<file path="config.mk">
export PLATFORM = sky130hd
export DESIGN_NAME = irq_event_state
export DESIGN_NICKNAME = d
export VERILOG_FILES = /design/src/rtl/irqst_pkg.sv /design/src/rtl/irqst_decode.sv /design/src/rtl/irqst_state.sv /design/src/rtl/irq_event_state.sv
export SDC_FILE = /design/constraint.sdc
export NUM_CORES = 1
export LEC_CHECK = 0
export BUFFER_PORTS_ARGS = -buffer_cell sky130_fd_sc_hd__buf_2
export CAP_MARGIN = 25
export CORE_UTILIZATION = 55
export DETAILED_ROUTE_END_ITERATION = 10
export GPL_TIMING_DRIVEN = 0
export PLACE_DENSITY = 0.88
export SLEW_MARGIN = 10
export SYNTH_ARGS = -nofsm -noshare
export SYNTH_HDL_FRONTEND = slang
export SYNTH_HIERARCHICAL = 1
export SYNTH_SLANG_ARGS = --single-unit
</file>
<file path="constraint.sdc">
create_clock -name clk -period 2.03 [get_ports clk]
set_input_delay 0.3045 -clock clk [delete_from_list [all_inputs] [get_ports clk]]
set_output_delay 0.3045 -clock clk [all_outputs]
set_load 0.01 [all_outputs]
</file>
<file path="src/rtl/irqst_pkg.sv">
package irqst_pkg;

  localparam logic [1:0] PQ_IDLE   = 2'b00;
  localparam logic [1:0] PQ_OFF    = 2'b01;
  localparam logic [1:0] PQ_PEND   = 2'b10;
  localparam logic [1:0] PQ_QUEUED = 2'b11;

  // strobes from the address decoder to the state datapath
  typedef struct packed {
    logic       doRead;
    logic       doEoi;
    logic       doSet;
    logic       doTrig;
    logic [1:0] setVal;
  } opStrobe_t;

endpackage

</file>
<file path="src/rtl/irqst_decode.sv">
module irqst_decode
  import irqst_pkg::*;
#(
  parameter int NUM_SRC      = 8,
  parameter int PAGE_SHIFT   = 16,
  parameter bit STORE_EOI_EN = 1'b1,
  parameter int SRC_W        = 3,
  parameter int ADDR_W       = 19
) (
  input  logic              busValid,
  input  logic              busWrite,
  input  logic [ADDR_W-1:0] busAddr,
  output opStrobe_t         opStb,
  output logic [SRC_W-1:0]  opSrc
);

  localparam bit TWO_PAGE = (PAGE_SHIFT == 13) || (PAGE_SHIFT == 17);

  logic       inRange;
  logic       mgmtHalf;
  logic       trigHalf;
  logic [3:0] off;
  logic       stEoiSlot;
  logic       unusedAddr;

  assign opSrc      = busAddr[ADDR_W-1:PAGE_SHIFT];
  assign off        = busAddr[11:8];
  assign stEoiSlot  = (off[3:2] == 2'b01);
  assign unusedAddr = ^busAddr;

  generate
    if ((1 << SRC_W) == NUM_SRC) begin : g_full
      assign inRange = 1'b1;
    end else begin : g_part
      assign inRange = (opSrc < SRC_W'(NUM_SRC));
    end
    if (TWO_PAGE) begin : g_two
      assign mgmtHalf = busAddr[PAGE_SHIFT-1];
      assign trigHalf = ~busAddr[PAGE_SHIFT-1];
    end else begin : g_one
      assign mgmtHalf = 1'b1;
      assign trigHalf = 1'b1;
    end
  endgenerate

  always_comb begin
    opStb = '0;
    if (busValid && inRange) begin
      if (!busWrite) begin
        opStb.doRead = 1'b1;
        if (mgmtHalf) begin
          opStb.doEoi  = (off[3:2] == 2'b00);
          opStb.doSet  = (off[3:2] == 2'b11);
          opStb.setVal = off[1:0];
        end
      end else if (mgmtHalf && stEoiSlot) begin
        opStb.doEoi = STORE_EOI_EN;
      end else if (trigHalf) begin
        opStb.doTrig = 1'b1;
      end
    end
  end

endmodule

</file>
<file path="src/rtl/irqst_state.sv">
module irqst_state
  import irqst_pkg::*;
#(
  parameter int                 NUM_SRC    = 8,
  parameter int                 SRC_W      = 3,
  parameter logic [NUM_SRC-1:0] LEVEL_MASK = '0
) (
  input  logic               clk,
  input  logic               rstN,
  input  logic [NUM_SRC-1:0] trigIn,
  input  opStrobe_t          opStb,
  input  logic [SRC_W-1:0]   opSrc,
  output logic               rdValid,
  output logic [2:0]         rdData,
  output logic               notifyValid,
  output logic [SRC_W-1:0]   notifySrc
);

  logic [1:0]         pq     [NUM_SRC];
  logic [1:0]         nxtPq  [NUM_SRC];
  logic [NUM_SRC-1:0] lineQ;
  logic [NUM_SRC-1:0] reqQ;
  logic [NUM_SRC-1:0] nxtReq;
  logic [NUM_SRC-1:0] hit;
  logic [NUM_SRC-1:0] hwTrig;
  logic [NUM_SRC-1:0] grant;
  logic [SRC_W-1:0]   pick;
  logic               anyReq;

  // fixed priority: lowest pending source number goes first
  always_comb begin
    pick   = '0;
    anyReq = 1'b0;
    for (int i = NUM_SRC - 1; i >= 0; i--) begin
      if (reqQ[i]) begin
        pick   = SRC_W'(i);
        anyReq = 1'b1;
      end
    end
    grant = anyReq ? (NUM_SRC'(1) << pick) : '0;
  end

  // bus operation first, then trigger on its result
  always_comb begin
    for (int i = 0; i < NUM_SRC; i++) begin
      logic [1:0] n;
      logic       fire;
      hit[i]    = (opSrc == SRC_W'(i));
      hwTrig[i] = LEVEL_MASK[i] ? (trigIn[i] & ~lineQ[i]) : trigIn[i];
      n    = pq[i];
      fire = 1'b0;
      if (hit[i] && opStb.doSet) n = opStb.setVal;
      if (hit[i] && opStb.doEoi) begin
        if (pq[i][0] || (LEVEL_MASK[i] && lineQ[i])) begin
          n    = PQ_PEND;
          fire = 1'b1;
        end else begin
          n = PQ_IDLE;
        end
      end
      if (hwTrig[i] || (hit[i] && opStb.doTrig)) begin
        case (n)
          PQ_IDLE: begin
            n    = PQ_PEND;
            fire = 1'b1;
          end
          PQ_PEND: n = PQ_QUEUED;
          default: n = n;
        endcase
      end
      nxtPq[i]  = n;
      nxtReq[i] = fire | (reqQ[i] & ~grant[i] & n[1] & ~(hit[i] & opStb.doSet));
    end
  end

  always_ff @(posedge clk) begin
    if (!rstN) begin
      for (int i = 0; i < NUM_SRC; i++) pq[i] <= PQ_IDLE;
      lineQ   <= '0;
      reqQ    <= '0;
      rdValid <= 1'b0;
      rdData  <= '0;
    end else begin
      for (int i = 0; i < NUM_SRC; i++) pq[i] <= nxtPq[i];
      lineQ   <= trigIn & LEVEL_MASK;
      reqQ    <= nxtReq;
      rdValid <= opStb.doRead;
      if (opStb.doRead) rdData <= {lineQ[opSrc], pq[opSrc]};
    end
  end

  assign notifyValid = anyReq;
  assign notifySrc   = pick;

  // a source is only announced while its P bit holds
  p_notify_holds_p_r3: assert property (@(posedge clk) disable iff (!rstN)
    notifyValid |-> pq[notifySrc][1]);

  generate
    for (genvar g = 0; g < NUM_SRC; g++) begin : g_chk
      p_query_keeps_r5: assert property (@(posedge clk) disable iff (!rstN)
        (hit[g] && opStb.doRead && !opStb.doEoi && !opStb.doSet && !hwTrig[g])
        |=> (pq[g] == $past(pq[g])));
      p_set_forces_r7: assert property (@(posedge clk) disable iff (!rstN)
        (hit[g] && opStb.doSet && !hwTrig[g]) |=> (pq[g] == $past(opStb.setVal)));
      p_off_sticks_r4: assert property (@(posedge clk) disable iff (!rstN)
        (pq[g] == PQ_OFF && !(hit[g] && (opStb.doSet || opStb.doEoi)))
        |=> (pq[g] == PQ_OFF));
      p_eoi_idle_r6: assert property (@(posedge clk) disable iff (!rstN)
        (hit[g] && opStb.doEoi && !pq[g][0] && !(LEVEL_MASK[g] && lineQ[g]) && !hwTrig[g])
        |=> (pq[g] == PQ_IDLE));
    end
  endgenerate

endmodule

</file>
<file path="src/rtl/irq_event_state.sv">
module irq_event_state
  import irqst_pkg::*;
#(
  parameter int                 NUM_SRC      = 8,
  parameter int                 PAGE_SHIFT   = 16,
  parameter bit                 STORE_EOI_EN = 1'b1,
  parameter logic [NUM_SRC-1:0] LEVEL_MASK   = '0,
  localparam int                SRC_W        = (NUM_SRC > 1) ? $clog2(NUM_SRC) : 1,
  localparam int                ADDR_W       = SRC_W + PAGE_SHIFT
) (
  input  logic               clk,
  input  logic               rstN,
  input  logic [NUM_SRC-1:0] trigIn,
  input  logic               busValid,
  input  logic               busWrite,
  input  logic [ADDR_W-1:0]  busAddr,
  output logic               rdValid,
  output logic [2:0]         rdData,
  output logic               notifyValid,
  output logic [SRC_W-1:0]   notifySrc
);

  opStrobe_t        opStb;
  logic [SRC_W-1:0] opSrc;

  irqst_decode #(
    .NUM_SRC(NUM_SRC), .PAGE_SHIFT(PAGE_SHIFT), .STORE_EOI_EN(STORE_EOI_EN),
    .SRC_W(SRC_W), .ADDR_W(ADDR_W)
  ) u_decode (
    .busValid(busValid), .busWrite(busWrite), .busAddr(busAddr),
    .opStb(opStb), .opSrc(opSrc)
  );

  irqst_state #(
    .NUM_SRC(NUM_SRC), .SRC_W(SRC_W), .LEVEL_MASK(LEVEL_MASK)
  ) u_state (
    .clk(clk), .rstN(rstN), .trigIn(trigIn), .opStb(opStb), .opSrc(opSrc),
    .rdValid(rdValid), .rdData(rdData),
    .notifyValid(notifyValid), .notifySrc(notifySrc)
  );

endmodule

</file>
==> results of run 1 <==
## final timing paths
kind,startpoint,endpoint,slack [ns]
max,u_state/reqQ[2]$_SDFF_PN0_,notifyValid,0.11
min reg2reg,u_state/rdData[1]$_SDFFE_PN0P_,u_state/rdData[1]$_SDFFE_PN0P_,0.53
max reg2reg,u_state/reqQ[2]$_SDFF_PN0_,u_state/reqQ[6]$_SDFF_PN0_,0.46
min,trigIn[7],u_state/pq[7][0]$_SDFF_PN0_,0.26
## what timing repair did
action / CTS / global route
hold endpoints to repair: 0 / 0
cloned: 0 / 0
gates resized for setup: 6 / 3
endpoints found under the setup margin: 1 / 3
setup buffers: 1 / 0
pin swaps: 0 / 1
## final cells by class
class / count / area, um^2 / share of cell area (%)
clock buffer: 4 / 26.3 / 1.20
timing repair buffer: 22 / 119 / 5.44
sequential: 27 / 546 / 25.0
inverter: 8 / 30.0 / 1.37
tap: 46 / 57.6 / 2.63
multi-input combinational: 182 / 1290 / 59.1
buffer: 17 / 115 / 5.27
## routing by layer
layer / global-route usage (%) / vias to the layer above / share of wire (%)
met5: 0 / - / 0
met4: 13.0 / 0 / 2.7
met3: 4.14 / 19 / 11
met2: 48.5 / 142 / 46
met1: 41.0 / 924 / 40
li1: - / 934 / -
## registers in the layout (all words and copies together) (netlist names)
signal           flops
u_state/reqQ         8
u_state/rdValid      1
u_state/pq          16
u_state/rdData       2
## worst max-delay path, cell delays in order (launching register included)
cell,delay (ns)
dfxtp_1,0.37
or4_4,0.59
nor3_2,0.12
nand2_1,0.08
buf_6,0.13
## logic make-up (layout without fill, tap and decap cells)
kind of cell	after synthesis	in the layout
other	1	1
XOR/XNOR	1	1
AO/OA/AOI/OAI	95	95
multiplexers	5	5
buffers and inverters	26	51
AND/OR/NAND/NOR	80	80
flip-flops	27	27
## Yosys cell counts, types with 2 or more instances
cell,count
a21oi_1,21
o31ai_1,4
nand3b_1,2
mux4_2,4
o2bb2ai_1,3
a21o_1,12
nor2b_1,5
a22oi_1,2
and4b_1,2
nand3_1,4
buf_4,5
nor3_1,4
a31o_1,2
nor3b_1,2
a221oi_2,2
buf_2,3
dfxtp_1,27
o21ai_1,7
o21ai_0,13
clkbuf_1,6
nor3b_2,3
nand2_1,14
a32oi_1,4
and2_1,6
buf_6,4
a31oi_1,3
nand2b_1,6
and3_1,5
a22o_1,2
nor2_1,8
and3b_1,3
o211ai_1,3
or3_1,3
o22ai_1,3
and2b_1,3
inv_1,8
o21bai_1,3
## power breakdown
group          internal (mW)  switching, mW  total [mW]
Clock                 0.0774          0.163       0.241
Sequential             0.604         0.0719       0.676
Combinational          0.247          0.272       0.519
Total                  0.928          0.508        1.44
## through the flow
stage | TNS [ns] | hold WS (ns) | util (%) | instance area (um^2)
after floorplan | 0 | 0.521 | - | 1970
after global placement | -1.03 | 0.478 | 62.9 | 2130
after detailed placement | -1.30 | 0.494 | 62.9 | 2130
after CTS | 0 | 0.264 | 64.5 | 2190
after global routing | 0 | 0.310 | 64.5 | 2180
final | 0 | 0.262 | 64.5 | 2180
## placed cells by master (no fill, tap or decap), drive strengths merged, types with 3 or more instances in the layout
cell     Yosys  layout
buf         12      33
dfxtp       27      27
a21oi       21      21
o21ai       20      20
nand2       14      14
a21o        12      12
clkbuf       6      10
inv          8       8
nor2         8       8
and2         7       7
nand2b       6       6
nor2b        6       6
and3         5       5
a32oi        5       5
o31ai        5       5
nor3b        5       5
nand3        4       4
mux4         4       4
nor3         4       4
o211ai       4       4
o21bai       3       3
and3b        3       3
a31oi        3       3
or3          3       3
and2b        3       3
o22ai        3       3
o2bb2ai      3       3
a221oi       3       3
nand3b       3       3
or2          3       3
==> impl_metrics.csv, run 1 <==
group,metric,value,unit
route,vias,2019,
layout,fill_cells,306,
logic_synthesis,synth_top_family_by_area,"compound AO/OA/AOI/OAI gates",
place,dpl.cell_count,302,
logic_synthesis,synth_top_flop_cell,"dfxtp_1",
clock_tree,root_buffer,"clkbuf_4",
place,port_buffers,21,
logic_synthesis,synth_simple_gate_area_share,25.6,%
clock_tree,cts_sinks,27,
route,remaining_drc_errors,0,
die,dieArea,3830,um^2
status,outcome,"finished clean",
route,drtIter0Drc,110,
clock_tree,cts.clk_slew.worst_paths,0.15,ns
clock_tree,cts_buffer_depth,2,
worst_setup_path,path_max_fanout,6,
sta,finalClockSkew,0.0157,ns
logic_synthesis,yosysTopAreaCellShare,27.4,%
logic_synthesis,ys_seq_area_share,27.4,%
logic_synthesis,synth_mux_area_share,5.14,%
logic_synthesis,yosysUniqueCellTypes,61,
logic_synthesis,synthAdderAreaFrac,0,%
layout,drive_above_1_share,21.9,%
route,drt_pre_antenna_iters,5,
sta,setup_slack,0.106,ns
die,start_util,58.1,%
route,antenna_left,0,
die,die_x,61.9,um
layout,num_antenna_cells,0,
hold_path,min_path_cells,3,
sta,fmax,0.520,GHz
clock_tree,cts_made_buffers,3,
worst_setup_path,required,1.73,ns
route,drt_wl_total,5370,um
sta,fin_crit,1.92,ns
layout,final_nets,292,
logic_synthesis,synthCells,235,
die,die_h,61.9,um
logic_synthesis,avgSynthCellArea,8.39,um^2
power,power_density,657,nW/um^2
power,total_leakage_power,0.912,nW
place,dp_hpwl,3900,um
logic_synthesis,syn_area,1970,um^2
route,wl_per_cell,17.5,um
worst_setup_path,reg2regPathDepth,4,
power,p_total,1.44,mW
logic_synthesis,ys_async_sr_fraction,0,%
sta,hold_viol,0,
grt,grt_pass1_wl,8300,um
grt,grt_pass1_vias,1738,
sta,period_share,94.8,%
sta,rsz0062_at_grt,"no",
place,post-place-ws,-0.218,ns
logic_synthesis,synth-seq-cells,27,
layout,syn2layout_area_growth,10.9,%
clock_tree,cts_htree_levels,1,
job,maxCapViolations,0,
sta,setup-violations-final,0,
die,ioPinCount,39,
grt,antenna_found_initial,0,
die,rows,21,
logic_synthesis,synthTopCellsByArea,"dfxtp_1, a21oi_1, a21o_1",
layout,final_cells,306,
sta,tightest_slew,0.673,ns
sta,drv_slew,0,
place,routabilityCongestion,0.932,
hold_path,hp-class,"in -> reg",
route,vias_per_cell,6.60,
logic_synthesis,yosysTopAreaCell,"dfxtp_1",
grt,grt_start_max_net_pins,15,
grt,grt.overflow.total,0,
power,ir_drop,0.401,mV
clock_tree,cts_tree,"yes",
logic_synthesis,synthXorXnorAreaFrac,0.444,%
clock_tree,hold_buffers,0,
logic_synthesis,synth_nets,266,
die,fp.coreArea,3390,um^2
logic_synthesis,synth_compound_area_share,33.6,%
worst_setup_path,start_kind,"flip-flop",
worst_setup_path,arrival,1.62,ns
sta,slew_headroom,54.9,%
logic_synthesis,synth-edff-count,0,
grt,grt.total_usage,30.3,%
logic_synthesis,yosysWarnings,6,
worst_setup_path,crit_type,"reg -> out",
worst_setup_path,worstSetupEndpointType,"output port",
clock_tree,clock_latency,0.34,ns
No activity file was read; power rests on OpenSTA's default activity.
==> inputs of run 2 (changes only) <==
Settings changed: CELL_PAD_IN_SITES_DETAIL_PLACEMENT set to 2, CELL_PAD_IN_SITES_GLOBAL_PLACEMENT set to 2, CORE_UTILIZATION 55 to 32, PLACE_DENSITY 0.88 to 0.87.
==> run 2 against run 1 <==
  * Combinational power up 6.2%
  * First-iteration DRC count up 25%
  * Global-route usage down 6.8 points
  * Sequential share of layout area down 0.83 points
  * Register-to-register slack worse by 0.12 ns
==> impl_metrics.csv, run 2 (synthesis gave the netlist of run 1 again) <==
group,metric,value,unit
status,outcome,"finished clean",
power,switching_share,36.3,%
worst_setup_path,path_max_fanout,6,
power,power_density,695,nW/um^2
grt,antenna_found_initial,0,
hold_path,hp-class,"in -> reg",
power,p_int,0.998,mW
grt,grt.total_usage,23.6,%
layout,largest_reg_flops,16,
clock_tree,cts_tree,"yes",
grt,grt.overflow.total,0,
layout,postLayoutCoreUtil,38.1,%
clock_tree,cts_sinks,27,
layout,max_flop_register,"u_state/pq",
sta,hold_viol,0,
die,dieArea,6480,um^2
sta,tightest_slew,0.723,ns
layout,multi_input_area,1290,um^2
route,vias_per_cell,5.94,
layout,final_nets,294,
sta,finalClockSkew,0.00748,ns
sta,slew_headroom,51.8,%
layout,largestRegisters,"u_state/pq x16, u_state/reqQ x8, u_state/rdData x2",
die,die_x,80.5,um
power,ir_drop,0.301,mV
layout,final-seq-area,544,um^2
grt,grt_pass1_vias,2175,
clock_tree,cts.clk_slew.worst_paths,0.10,ns
worst_setup_path,arrival,1.62,ns
worst_setup_path,crit_type,"reg -> out",
hold_path,min_path_cells,4,
clock_tree,cts_made_buffers,3,
grt,grt_pass1_wl,11400,um
layout,num_antenna_cells,0,
route,drt_pre_antenna_iters,4,
worst_setup_path,reg2regPathDepth,5,
die,ioPinCount,39,
clock_tree,cts_buffer_depth,2,
place,routabilityCongestion,0.856,
die,rows,28,
die,start_util,33.3,%
power,total_leakage_power,0.927,nW
route,remaining_drc_errors,0,
power,p_clk_share,21.5,%
layout,layout_commonest_cell,"dfxtp_1",
power,switchingPower,0.569,mW
die,fp.coreArea,5920,um^2
route,antenna_left,0,
place,port_buffers,21,
clock_tree,root_buffer,"clkbuf_8",
sta,period_share,95.0,%
layout,stdcell_area,2250,um^2
layout,drive_above_1_share,22.5,%
layout,syn2layout_area_growth,14.4,%
clock_tree,clock_latency,0.29,ns
layout,fill_cells,672,
die,die_h,80.5,um
clock_tree,cts_htree_levels,1,
place,placed_cell_area,2170,um^2
route,drtIter0Drc,138,
worst_setup_path,worstSetupEndpointType,"output port",
power,comb_power_share,35.2,%
layout,layout_common_cells,"dfxtp_1, buf_2, a21oi_1, nand2_1, o21ai_0",
grt,grt_start_max_net_pins,15,
sta,rsz0062_at_grt,"no",
worst_setup_path,required,1.73,ns
job,maxCapViolations,0,
sta,fin_crit,1.93,ns
power,p_seq_share,43.4,%
sta,setup-violations-final,0,
sta,drv_slew,0,
place,dp_hpwl,5310,um
route,vias,2003,
sta,fmax,0.519,GHz
route,drt_wl_total,7070,um
route,wl_per_cell,21.0,um
worst_setup_path,start_kind,"flip-flop",
## run 2: power by group through the flow
stage | clock [mW] | sequential [mW] | combinational (mW)
2_1_floorplan | 0 | 0.664 | 0.378
3_3_place_gp | 0 | 0.685 | 0.499
3_5_place_dp | 0 | 0.690 | 0.522
4_1_cts | 0.354 | 0.679 | 0.528
5_1_grt | 0.363 | 0.689 | 0.599
6_report | 0.336 | 0.680 | 0.551
## run 2: final cells by class
cell class	count	share of cell area (%)
Multi-Input combinational cell	182	57.3
Tap cell	75	4.16
Inverter	8	1.33
Clock buffer	4	2.00
Buffer	18	5.72
Timing Repair Buffer	23	5.33
Sequential cell	27	24.1
## run 2: per-layer routing
layer | GRT usage [%] | vias up | wire [um]
met3 | 3.07 | 10 | 242
met2 | 41.5 | 43 | 3530
met4 | 6.43 | 0 | 129
li1 | - | 945 | -
met5 | 0 | - | 0
met1 | 29.7 | 1005 | 3160
## run 2: metrics by stage
stage                     setup WS (ns)  setup TNS (ns)  hold slack (ns)  total power [mW]  std cells
after floorplan                   0.317               0            0.521              1.04        235
after global placement           -0.236           -1.57            0.479              1.18        331
after detailed placement         -0.217           -2.05            0.489              1.21        331
after CTS                       0.00909               0            0.369              1.56        335
after global routing             0.0384               0            0.402              1.65        337
final                             0.102               0            0.375              1.57        337
## run 2: worst paths after layout
check,from,end,slack [ns]
worst max register to register,u_state/reqQ[0]$_SDFF_PN0_,u_state/reqQ[6]$_SDFF_PN0_,0.34
worst min-delay path,trigIn[1],u_state/pq[1][0]$_SDFF_PN0_,0.37
worst max-delay path,u_state/reqQ[0]$_SDFF_PN0_,notifyValid,0.10
worst min register to register,u_state/rdData[1]$_SDFFE_PN0P_,u_state/rdData[1]$_SDFFE_PN0P_,0.50
## run 2: worst max-delay path: stages, from the launching register on
cell	delay, ns
dfxtp_4	0.36
or4_4	0.53
buf_6	0.15
nor3_2	0.09
nand2_1	0.06
buf_2	0.14
## run 2: what timing repair did
| action | 4_1_cts | 5_1_grt |
|---|---|---|
| endpoints found under the setup margin | 1 | 8 |
| endpoints found under the hold margin | 0 | 0 |
| hold buffers | 0 | 0 |
| buffers inserted | 0 | 2 |
| gates cloned | 0 | 0 |
| gates resized for setup | 1 | 9 |
==> inputs of run 3 (changes only) <==
Settings changed: BUFFER_PORTS_ARGS -buffer_cell sky130_fd_sc_hd__buf_2 to -buffer_cell sky130_fd_sc_hd__buf_4.
==> run 3 against run 2 <==
  * Sequential share of layout area shrank 0.55 points
  * Sequential power about the same
  * Non-clock buffer count unchanged
  * Critical path depth is the same
  * Die area did not move
  * Count of clock-buffer cells in the layout unchanged
==> impl_metrics.csv, run 3 (synthesis gave the netlist of run 1 again) <==
group,metric,value,unit
status,outcome,"finished clean",
layout,num_antenna_cells,0,
layout,final_cells,337,
power,total_leakage_power,0.948,nW
grt,grt_start_max_net_pins,15,
route,remaining_drc_errors,0,
worst_setup_path,critical-path-top-delay-family,"simple AND/OR/NAND/NOR gates",
sta,setup-tns-final,0,ns
layout,drive_above_1_share,22.5,%
die,ioPinCount,39,
route,drt_wl_total,7130,um
layout,largestRegisters,"u_state/pq x16, u_state/reqQ x8, u_state/rdData x2",
worst_setup_path,rr_endpoint,"u_state/reqQ[6]$_SDFF_PN0_",
place,routabilityCongestion,0.853,
grt,grt.total_usage,23.9,%
place,port_buffers,21,
sta,tightest_slew,0.677,ns
layout,layout_commonest_cell,"buf_4",
sta,setup-violations-final,0,
clock_tree,cts.clk_slew.worst_paths,0.11,ns
worst_setup_path,reg2reg_slack,0.27,ns
power,ir_drop,0.295,mV
grt,antenna_found_initial,0,
sta,period_share,95.3,%
sta,rsz0062_at_grt,"no",
die,fp.coreArea,5920,um^2
hold_path,min_path_cells,3,
sta,fmax,0.517,GHz
grt,grt.overflow.total,0,
layout,syn2layout_area_growth,17.3,%
layout,max_flop_register,"u_state/pq",
worst_setup_path,path_max_fanout,6,
layout,largest_reg_flops,16,
die,rows,28,
hold_path,hold_path_startpoint,"busWrite",
hold_path,hp-class,"in -> reg",
sta,slew_headroom,54.8,%
route,wl_per_cell,21.2,um
worst_setup_path,start_kind,"flip-flop",
clock_tree,cts_tree,"yes",
sta,setup_slack,0.0953,ns
clock_tree,clock_latency,0.28,ns
place,dpl.cell_count,331,
place,dp_hpwl,5300,um
die,die_x,80.5,um
route,vias,2012,
worst_setup_path,startpoint,"u_state/reqQ[0]$_SDFF_PN0_",
clock_tree,cts_made_buffers,3,
sta,hold_viol,0,
worst_setup_path,critPathSlowestCell,"or4_4",
grt,grt_pass1_wl,11600,um
job,maxCapViolations,0,
route,drt_pre_antenna_iters,4,
die,start_util,33.3,%
clock_tree,root_buffer,"clkbuf_8",
worst_setup_path,critPathBufInv,2,
die,dieArea,6480,um^2
die,die_h,80.5,um
worst_setup_path,arrival,1.63,ns
layout,layout_common_cells,"buf_4, dfxtp_1, a21oi_1, nand2_1, o21ai_0",
sta,drv_slew,0,
layout,postLayoutCoreUtil,39.1,%
grt,grt_pass1_vias,2157,
place,post-place-ws,-0.267,ns
clock_tree,cts_buffer_depth,2,
clock_tree,cts_htree_levels,1,
worst_setup_path,crit_type,"reg -> out",
worst_setup_path,crit_path_max_incr_delay,0.53,ns
layout,final_nets,294,
worst_setup_path,worstSetupEndpointType,"output port",
clock_tree,cts_sinks,27,
worst_setup_path,reg2regPathDepth,5,
route,drtIter0Drc,140,
worst_setup_path,worstPathCellList,"or4_4, buf_6, nor3_2, nand2_1, buf_4",
route,antenna_left,0,
power,power_density,686,nW/um^2
route,vias_per_cell,5.97,
sta,fin_crit,1.93,ns
hold_path,hold_end,"u_state/rdValid$_SDFF_PN0_",
worst_setup_path,required,1.73,ns
sta,finalClockSkew,0.00917,ns
worst_setup_path,r2r-start,"u_state/reqQ[0]$_SDFF_PN0_",
power,p_total,1.59,mW
clock_tree,hold_buffers,0,
==> run 3: layout make-up <==
class	count	area [um^2]
fillers	702	3610
repair buffers	23	173
clock buffers	4	45.0
inverters	8	30.0
plain buffers	18	129
multi-input cells	182	1300
flip-flops and latches	27	546
well taps	75	93.8
==> run 3: worst max path at each step <==
stage	end	slack [ns]	cells past startpoint
after floorplan	u_state/reqQ[2]$_SDFF_PN0_	0.32	6
after global placement	u_state/reqQ[6]$_SDFF_PN0_	-0.23	7
after detailed placement	u_state/reqQ[1]$_SDFF_PN0_	-0.27	8
after CTS	notifyValid	0.01	5
after global routing	notifyValid	0.02	5
final	notifyValid	0.1	5
==> run 3: per-layer routing <==
layer  part of all wire [%]  wire, um  global-route usage [%]  vias to the layer above
met4                    2.9       206                    8.75                        0
li1                       -         -                       -                      943
met3                    3.9       281                    4.20                       16
met2                     51      3630                    42.7                       51
met5                      0         0                       0                        -
met1                     42      3020                    28.3                     1002
==> run 3: through the flow <==
stage / hold WS [ns] / area, um^2
after floorplan: 0.521 / 1970
after global placement: 0.488 / 2220
after detailed placement: 0.509 / 2220
after CTS: 0.350 / 2270
after global routing: 0.361 / 2310
final: 0.360 / 2310
==> run 3: worst reg2reg max path, stage by stage (launching register included) <==
cell and delay, ns:
dfxtp_4 0.37, or4_4 0.53, buf_6 0.15, o31ai_2 0.29, a21o_1 0.18, a221oi_1 0.10
==> run 3: what timing repair did <==
action / in CTS / in global routing
buffers inserted: 0 / 2
endpoints found under the setup margin: 1 / 10
gates resized for setup: 1 / 10
==> run 3: power by group <==
group / total (mW) / switching [mW] / internal (mW)
combinational: 0.575 / 0.300 / 0.275
sequential: 0.682 / 0.0783 / 0.604
clock: 0.329 / 0.188 / 0.141
